**src/rtl/pwrseq_pkg.sv**
```systemverilog
package pwrseq_pkg;

   typedef enum logic [2:0] {
      ST_OFF        = 3'd0,
      ST_DEGLITCH   = 3'd1,
      ST_START_WAIT = 3'd2,
      ST_RAIL_CHECK = 3'd3,
      ST_RESET_HOLD = 3'd4,
      ST_RUN        = 3'd5,
      ST_FAULT      = 3'd6
   } seq_state_t;

   function automatic int unsigned max_of4(int unsigned a, int unsigned b,
                                           int unsigned c, int unsigned d);
      int unsigned m;
      m = a;
      if (b > m) m = b;
      if (c > m) m = c;
      if (d > m) m = d;
      return m;
   endfunction

endpackage

```
**src/rtl/seq_ms_timer.sv**
```systemverilog
module seq_ms_timer #(
   parameter int unsigned CLK_PER_MS = 1000,
   parameter int unsigned MS_W       = 4
) (
   input  logic            clk_i,
   input  logic            rst_ni,
   input  logic            restart_i,
   input  logic [MS_W-1:0] limit_ms_i,
   output logic            done_o
);

   localparam int unsigned CYC_W = (CLK_PER_MS > 1) ? $clog2(CLK_PER_MS) : 1;
   localparam logic [MS_W-1:0] MS_SAT = {MS_W{1'b1}};

   logic            tick;
   logic [MS_W-1:0] ms_q;

   generate
      if (CLK_PER_MS < 1) begin : g_bad_rate
         $error("seq_ms_timer: CLK_PER_MS must be at least 1");
      end

      if (CLK_PER_MS == 1) begin : g_no_prescale
         assign tick = 1'b1;
      end else begin : g_prescale
         localparam logic [CYC_W-1:0] CYC_LAST = CYC_W'(CLK_PER_MS - 1);
         logic [CYC_W-1:0] cyc_q;

         always_ff @(posedge clk_i or negedge rst_ni) begin
            if (!rst_ni) begin
               cyc_q <= '0;
            end else if (restart_i || tick) begin
               cyc_q <= '0;
            end else begin
               cyc_q <= cyc_q + 1'b1;
            end
         end

         assign tick = (cyc_q == CYC_LAST);

         p_cyc_range_r2: assert property (@(posedge clk_i) disable iff (!rst_ni)
            cyc_q <= CYC_LAST);
      end
   endgenerate

   always_ff @(posedge clk_i or negedge rst_ni) begin
      if (!rst_ni) begin
         ms_q <= '0;
      end else if (restart_i) begin
         ms_q <= '0;
      end else if (tick && ms_q != MS_SAT) begin
         ms_q <= ms_q + 1'b1;
      end
   end

   assign done_o = tick && (ms_q == limit_ms_i - 1'b1);

   // a finished window always clears the count on the following edge
   p_done_restart_r4: assert property (@(posedge clk_i) disable iff (!rst_ni)
      (done_o && restart_i) |=> (ms_q == '0));

endmodule

```
**src/rtl/req_edge_detect.sv**
```systemverilog
module req_edge_detect (
   input  logic clk_i,
   input  logic rst_ni,
   input  logic req_i,
   output logic rise_o
);

   logic prev_q;

   // previous value resets high so a request already high at reset is not a rise
   always_ff @(posedge clk_i or negedge rst_ni) begin
      if (!rst_ni) begin
         prev_q <= 1'b1;
      end else begin
         prev_q <= req_i;
      end
   end

   assign rise_o = req_i && !prev_q;

   // a rise is reported only for a request that was low one cycle before
   p_rise_needs_low_r3: assert property (@(posedge clk_i) disable iff (!rst_ni)
      rise_o |-> !$past(req_i));

endmodule

```
**src/rtl/rail_seq_fsm.sv**
```systemverilog
module rail_seq_fsm
   import pwrseq_pkg::*;
#(
   parameter int unsigned NUM_RAILS   = 3,
   parameter int unsigned DEGLITCH_MS = 2,
   parameter int unsigned START_MS    = 11,
   parameter int unsigned CHECK_MS    = 10,
   parameter int unsigned RELEASE_MS  = 10,
   parameter int unsigned MS_W        = 4,
   parameter int unsigned RAIL_W      = 2,
   parameter int unsigned FAULT_W     = 2
) (
   input  logic               clk_i,
   input  logic               rst_ni,
   input  logic               req_i,
   input  logic               req_rise_i,
   input  logic               done_i,
   input  logic [NUM_RAILS-1:0] rail_good_i,
   output seq_state_t         state_o,
   output logic [RAIL_W-1:0]  rail_idx_o,
   output logic               restart_o,
   output logic [MS_W-1:0]    limit_ms_o,
   output logic [FAULT_W-1:0] fault_code_o
);

   localparam logic [RAIL_W-1:0] LAST_RAIL = RAIL_W'(NUM_RAILS - 1);

   seq_state_t         state_q, state_d;
   logic [RAIL_W-1:0]  rail_q, rail_d;
   logic [FAULT_W-1:0] code_q, code_d;
   logic               advance;
   logic               cur_good;

   assign cur_good = rail_good_i[rail_q];

   always_comb begin
      case (state_q)
         ST_DEGLITCH:   limit_ms_o = MS_W'(DEGLITCH_MS);
         ST_START_WAIT: limit_ms_o = MS_W'(START_MS - DEGLITCH_MS);
         ST_RAIL_CHECK: limit_ms_o = MS_W'(CHECK_MS);
         ST_RESET_HOLD: limit_ms_o = MS_W'(RELEASE_MS);
         default:       limit_ms_o = MS_W'(1);
      endcase
   end

   always_comb begin
      state_d = state_q;
      rail_d  = rail_q;
      code_d  = code_q;
      advance = 1'b0;
      if (!req_i) begin
         state_d = ST_OFF;
      end else begin
         case (state_q)
            ST_OFF: begin
               if (req_rise_i) begin
                  state_d = ST_DEGLITCH;
                  code_d  = '0;
               end
            end
            ST_DEGLITCH: begin
               if (done_i) state_d = ST_START_WAIT;
            end
            ST_START_WAIT: begin
               if (done_i) begin
                  state_d = ST_RAIL_CHECK;
                  rail_d  = '0;
               end
            end
            ST_RAIL_CHECK: begin
               if (done_i) begin
                  if (!cur_good) begin
                     state_d = ST_FAULT;
                     code_d  = FAULT_W'(rail_q) + 1'b1;
                  end else if (rail_q == LAST_RAIL) begin
                     state_d = ST_RESET_HOLD;
                  end else begin
                     rail_d  = rail_q + 1'b1;
                     advance = 1'b1;
                  end
               end
            end
            ST_RESET_HOLD: begin
               if (done_i) state_d = ST_RUN;
            end
            default: ;
         endcase
      end
   end

   assign restart_o = (state_d != state_q) || advance;

   always_ff @(posedge clk_i or negedge rst_ni) begin
      if (!rst_ni) begin
         state_q <= ST_OFF;
         rail_q  <= '0;
         code_q  <= '0;
      end else begin
         state_q <= state_d;
         rail_q  <= rail_d;
         code_q  <= code_d;
      end
   end

   assign state_o      = state_q;
   assign rail_idx_o   = rail_q;
   assign fault_code_o = code_q;

   // a low request always lands in OFF on the next edge
   p_drop_to_off_r9: assert property (@(posedge clk_i) disable iff (!rst_ni)
      !req_i |=> (state_q == ST_OFF));

   // the parked state always carries a nonzero rail code
   p_fault_has_code_r7: assert property (@(posedge clk_i) disable iff (!rst_ni)
      (state_q == ST_FAULT) |-> (code_q != '0));

   // the fault state is left only towards OFF
   p_fault_exit_r8: assert property (@(posedge clk_i) disable iff (!rst_ni)
      (state_q == ST_FAULT) |=> (state_q == ST_FAULT || state_q == ST_OFF));

   // once running, only a request drop changes the state
   p_run_holds_r10: assert property (@(posedge clk_i) disable iff (!rst_ni)
      (state_q == ST_RUN && req_i) |=> (state_q == ST_RUN));

   // a new sequence always starts through the deglitch state
   p_start_path_r2: assert property (@(posedge clk_i) disable iff (!rst_ni)
      (state_q == ST_OFF && req_i && req_rise_i) |=> (state_q == ST_DEGLITCH));

endmodule

```
**src/rtl/pwr_rail_seq.sv**
```systemverilog
module pwr_rail_seq
   import pwrseq_pkg::*;
#(
   parameter int unsigned CLK_FREQ_HZ = 250_000_000,
   parameter int unsigned NUM_RAILS   = 3,
   parameter int unsigned DEGLITCH_MS = 2,
   parameter int unsigned START_MS    = 11,
   parameter int unsigned CHECK_MS    = 10,
   parameter int unsigned RELEASE_MS  = 10,
   localparam int unsigned FAULT_W    = $clog2(NUM_RAILS + 1)
) (
   input  logic                 clk_i,
   input  logic                 rst_ni,
   input  logic                 pwr_req_i,
   input  logic [NUM_RAILS-1:0] rail_good_i,
   output logic [NUM_RAILS-1:0] rail_en_o,
   output logic                 sys_rst_no,
   output logic [2:0]           seq_state_o,
   output logic [FAULT_W-1:0]   fault_code_o
);

   localparam int unsigned CLK_PER_MS = CLK_FREQ_HZ / 1000;
   localparam int unsigned MAX_MS     = max_of4(DEGLITCH_MS, START_MS, CHECK_MS, RELEASE_MS);
   localparam int unsigned MS_W       = $clog2(MAX_MS + 1) + 1;
   localparam int unsigned RAIL_W     = (NUM_RAILS > 1) ? $clog2(NUM_RAILS) : 1;

   generate
      if (CLK_PER_MS < 1) begin : g_chk_freq
         $error("pwr_rail_seq: CLK_FREQ_HZ must be at least 1000");
      end
      if (NUM_RAILS < 1) begin : g_chk_rails
         $error("pwr_rail_seq: NUM_RAILS must be at least 1");
      end
      if (DEGLITCH_MS < 1 || DEGLITCH_MS >= START_MS) begin : g_chk_deglitch
         $error("pwr_rail_seq: need 1 <= DEGLITCH_MS < START_MS");
      end
      if (CHECK_MS < 1 || RELEASE_MS < 1) begin : g_chk_windows
         $error("pwr_rail_seq: CHECK_MS and RELEASE_MS must be at least 1");
      end
   endgenerate

   seq_state_t         state;
   logic [RAIL_W-1:0]  rail_idx;
   logic               req_rise;
   logic               restart;
   logic               done;
   logic [MS_W-1:0]    limit_ms;

   req_edge_detect i_edge (
      .clk_i  (clk_i),
      .rst_ni (rst_ni),
      .req_i  (pwr_req_i),
      .rise_o (req_rise)
   );

   seq_ms_timer #(
      .CLK_PER_MS (CLK_PER_MS),
      .MS_W       (MS_W)
   ) i_timer (
      .clk_i      (clk_i),
      .rst_ni     (rst_ni),
      .restart_i  (restart),
      .limit_ms_i (limit_ms),
      .done_o     (done)
   );

   rail_seq_fsm #(
      .NUM_RAILS   (NUM_RAILS),
      .DEGLITCH_MS (DEGLITCH_MS),
      .START_MS    (START_MS),
      .CHECK_MS    (CHECK_MS),
      .RELEASE_MS  (RELEASE_MS),
      .MS_W        (MS_W),
      .RAIL_W      (RAIL_W),
      .FAULT_W     (FAULT_W)
   ) i_fsm (
      .clk_i        (clk_i),
      .rst_ni       (rst_ni),
      .req_i        (pwr_req_i),
      .req_rise_i   (req_rise),
      .done_i       (done),
      .rail_good_i  (rail_good_i),
      .state_o      (state),
      .rail_idx_o   (rail_idx),
      .restart_o    (restart),
      .limit_ms_o   (limit_ms),
      .fault_code_o (fault_code_o)
   );

   logic all_up;
   assign all_up = (state == ST_RESET_HOLD) || (state == ST_RUN);

   generate
      for (genvar g = 0; g < NUM_RAILS; g++) begin : g_rail
         assign rail_en_o[g] = all_up ||
                               ((state == ST_RAIL_CHECK) && (rail_idx >= RAIL_W'(g)));
         if (g > 0) begin : g_order
            // a rail is never enabled ahead of its predecessor
            p_enable_order_r4: assert property (@(posedge clk_i) disable iff (!rst_ni)
               rail_en_o[g] |-> rail_en_o[g-1]);
         end
      end
   endgenerate

   assign sys_rst_no  = (state == ST_RUN);
   assign seq_state_o = state;

   // reset released only with every rail enabled
   p_release_all_on_r6: assert property (@(posedge clk_i) disable iff (!rst_ni)
      sys_rst_no |-> (&rail_en_o));

   // a failed check leaves no rail enabled
   p_fault_rails_off_r7: assert property (@(posedge clk_i) disable iff (!rst_ni)
      (fault_code_o != '0 && state != ST_DEGLITCH && state != ST_START_WAIT &&
       state != ST_RAIL_CHECK) |-> (rail_en_o == '0));

endmodule

```
**config.mk**
```make
export PLATFORM = sky130hd
export DESIGN_NAME = pwr_rail_seq
export DESIGN_NICKNAME = d
export VERILOG_FILES = /design/src/rtl/pwrseq_pkg.sv /design/src/rtl/seq_ms_timer.sv /design/src/rtl/req_edge_detect.sv /design/src/rtl/rail_seq_fsm.sv /design/src/rtl/pwr_rail_seq.sv
export SDC_FILE = /design/constraint.sdc
export NUM_CORES = 1
export LEC_CHECK = 0
export ABC_CLOCK_PERIOD_IN_PS = 2900
export CORE_MARGIN = 5
export CORE_UTILIZATION = 38
export DETAILED_ROUTE_END_ITERATION = 8
export GPL_TIMING_DRIVEN = 0
export HOLD_SLACK_MARGIN = 0.15
export PLACE_DENSITY = 0.58
export SYNTH_ARGS = -nofsm -noshare
export SYNTH_HDL_FRONTEND = slang
export SYNTH_SLANG_ARGS = --single-unit
```
**constraint.sdc**
```tcl
create_clock -name clk_i -period 2.9 [get_ports clk_i]
set_input_delay 0.58 -clock clk_i [delete_from_list [all_inputs] [get_ports clk_i]]
set_output_delay 0.58 -clock clk_i [all_outputs]
set_load 0.01 [all_outputs]
```
==> results.md <==
* Top FF cell, synth: dfrtp_1
* Worst hold path type: primary input to asynchronous set/reset pin
* Drt total wl at 3990 um
* CP delay by family, top: simple AND/OR/NAND/NOR gates
* Synth cell types at between 40 and 50
* Part of the cycle the worst path needs at roughly nine tenths
* Clk pwr share at about 45%
* TritonCTS clock tree: done
* Io pins at 15
* Initial antenna violation count at 0
* Finish-stage setup viols at 0
* Startpoint types: register
* Pin count of the biggest net entering global routing at 32
* Final hold violations at 0
* Status: finished, final reports clean
* Worst Tran Pin Value at 851 ps
* Post-synth ARST share at 100%
* Most frequent cells in the layout: nor2_1 (31), dfrtp_1 (30), nand2_1 (21), clkdlybuf4s50_1 (13), xor2_1 (11)
* Crit-path max FO at 10
* Vias in the first global route at 1578
* Syn. warnings at 0
* Synthesized Nets at between 200 and 250
* Drt wl/cell at about 13 um
* Die X at around 80 um
* Via count at 1552
* Post-CTS Hold Fix Bufs at 0
* Drt first pass iters at 4
* Max incr delay on CP at between 400 and 500 ps
* Core area at 4750 um^2
* Average size of a mapped cell at around 9 um^2
* Worst hold margin at approximately 350 ps
* Global-route wire length before repair at between 7000 and 8000 um
* Peak supply drop at 0.298 mV
* Synthesized instance count at 208
* Combinational power share at 12.9%
* Hpwl dp at approximately 2800 um
* Synth top area share at around 40%
* Die H at approximately 80 um
* Worst clock skew at between 3 and 4 ps
* Row count at 25
* Area growth syn-to-layout at 19.8%
* Seq pwr share at between 40% and 50%
* Pwr per Cell Area at approximately 510 nW/um^2
* Post-CTS sizing at 0
* Synth area leaders: dfrtp_1 (40%), nor2_1 (6.2%), xor2_1 (5.1%)
* Slowest-stage cell, CP: dfrtp_1
* Maximum root-to-sink buffer count at 2
* Port Buffer Count at 14
* Clk Latency, worst-skew pair at 290 ps
* Htree depth at 2
* Initial drt markers at 51
* Setup_tns at 0 ps
* Nets at 243
* Drt via density at between 5 and 6
* Final Wtd Congestion at roughly 0.8
* WS Path Type: register to register
* Slew headroom at a little over two fifths
* Starting Density at 39.4%
* TritonCTS buffer count at 5
* Min cycle time layout at 2550 ps
* Post-synth EDFFs at 0
* Routed Antenna Nets at 0
* NetSw at between 200 and 300 uW
* Overall routing resource usage at between 10% and 20%
* Clock sink count at 31
* Switch share at ~24%
* Final slew viol count at 0
* Clock slew at reported path FFs at roughly 70 ps
* Power Internal at roughly 870 uW
* CP Data Required Time at approximately 3100 ps
* Antenna diode count at 0
* Worst Setup End Kind: register
* Die footprint at approximately 6400 um^2
* Pleak at between 0.0009 and 0.001 uW
* Fmax at 392 MHz
* Worst Path Buf+Inv at 2
* Data arrival, critical path at 2730 ps
* Register bit total from synthesis at 31
* DRC at 0
* CTS root buf: clkbuf_8
* Share of cells above drive strength 1 at under 10%
* Gr ovfl total at 0
* Seq/Total Area, Yosys at 41.5%
* Post-CTS setup buffer count at 0
* Max-cap violations at 0
* Yosys top cell by area: dfrtp_1
* Critical Path, Cell by Cell: nor3b_2 > nor2_1 > ha_1 > xor2_1 > nand2_1 > a2111oi_4 > buf_4 > nand2_4 > a31oi_2 > buf_4 > nor2_1
* Mapped Area at between 1500 and 2000 um^2
* Unrepaired setup endpoints after global routing: false
* Most common cell after layout, fill and taps aside: nor2_1
* Number of fillers in the final layout at 465
[through the flow]
step | total power (uW) | cell area (um^2) | utilization [%] | worst slack [ps] | cells
after global placement | 642 | 2100 | 44.1 | 54.3 | 289
after CTS | 1160 | 2220 | 46.8 | 41.3 | 297
final | 1150 | 2240 | 47.2 | 348 | 299
after global routing | 1210 | 2240 | 47.2 | 106 | 299
after floorplan | 585 | 1870 | - | 356 | 208
after detailed placement | 644 | 2090 | 44.0 | 47.8 | 289
[worst reg2reg max path: stages (launching register included)]
cell       delay (ps)
dfrtp_1           420
nor3b_2           310
nor2_1            100
ha_1              300
xor2_1            140
nand2_1           100
a2111oi_4         190
buf_4             190
nand2_4            90
a31oi_2           310
buf_4             240
nor2_1             60
[final timing paths]
check                                                 start                      endpoint  slack (ps)  cells after the start
worst min register to register  i_timer.g_prescale.cyc_q[0]   i_timer.g_prescale.cyc_q[0]         490                      1
worst min-delay path                                 rst_ni  i_timer.g_prescale.cyc_q[17]         350                      1
worst max register to register             i_fsm.state_o[0]   i_timer.g_prescale.cyc_q[2]         350                     11
min in group clk_i              i_timer.g_prescale.cyc_q[0]   i_timer.g_prescale.cyc_q[0]         490                      1
max in group asynchronous                            rst_ni              i_fsm.state_o[2]        2090                      1
worst max-delay path                       i_fsm.state_o[0]   i_timer.g_prescale.cyc_q[2]         350                     11
[flip-flops by register name, summed over array words and instances, names as in the netlist]
name                      flops
i_fsm.state_o                 3
i_fsm.fault_code_o            2
i_edge.prev_q                 1
i_timer.ms_q                  5
i_timer.g_prescale.cyc_q     18
i_fsm.rail_idx_o              2
[power by group through the flow]
stage / sequential, uW / combinational, uW / clock, uW
global placement: 493 / 149 / 0
floorplan: 493 / 92.0 / 0
detailed placement: 493 / 151 / 0
CTS: 485 / 151 / 527
finish: 485 / 148 / 515
global route: 490 / 170 / 546
[metal layers]
layer	wire length, um	up-vias	global-route usage, %	share of wire, %
met4	94	0	6.76	2.4
met3	81	9	3.48	2.0
li1	-	776	-	-
met1	2010	754	19.0	51
met2	1800	13	22.4	45
met5	0	-	0	0
[layout make-up]
cell class	count	area, um^2	share of cell area (%)
sequential	31	777	34.6
inverter	10	37.5	1.67
clock buffer	6	72.6	3.23
tap	67	83.8	3.74
multi-input combinational	160	1030	45.8
clock inverter	2	60.1	2.68
timing repair buffer	17	158	7.03
buffer	6	26.3	1.17
[logic make-up (layout without fill, tap and decap cells)]
group / Yosys count / count (layout) / synth area share (%)
AOI/OAI and AO/OA: 34 / 34 / 13.9
muxes: 4 / 4 / 2.14
adders and majority gates: 6 / 6 / 4.01
buffers and inverters: 17 / 41 / 3.61
DFF: 31 / 31 / 41.5
and+or+nand+nor: 98 / 98 / 26.5
xor gates and xnor gates: 18 / 18 / 8.42
[cells in the mapped netlist, drive strengths merged, types with 2 or more instances]
master and count:
nor2 31, dfrtp 30, nand2 22, xor2 11, inv 10, nand3 10, o21ai 10, xnor2 7
a21oi 6, clkbuf 6, ha 6, nand2b 5, nand4 5, or3 5, and3 4, mux2i 4
or2 3, a41o 2, and2 2, nor2b 2, nor3 2, nor4 2, nor4b 2, o32a 2
No activity file was read; power rests on OpenSTA's default activity.
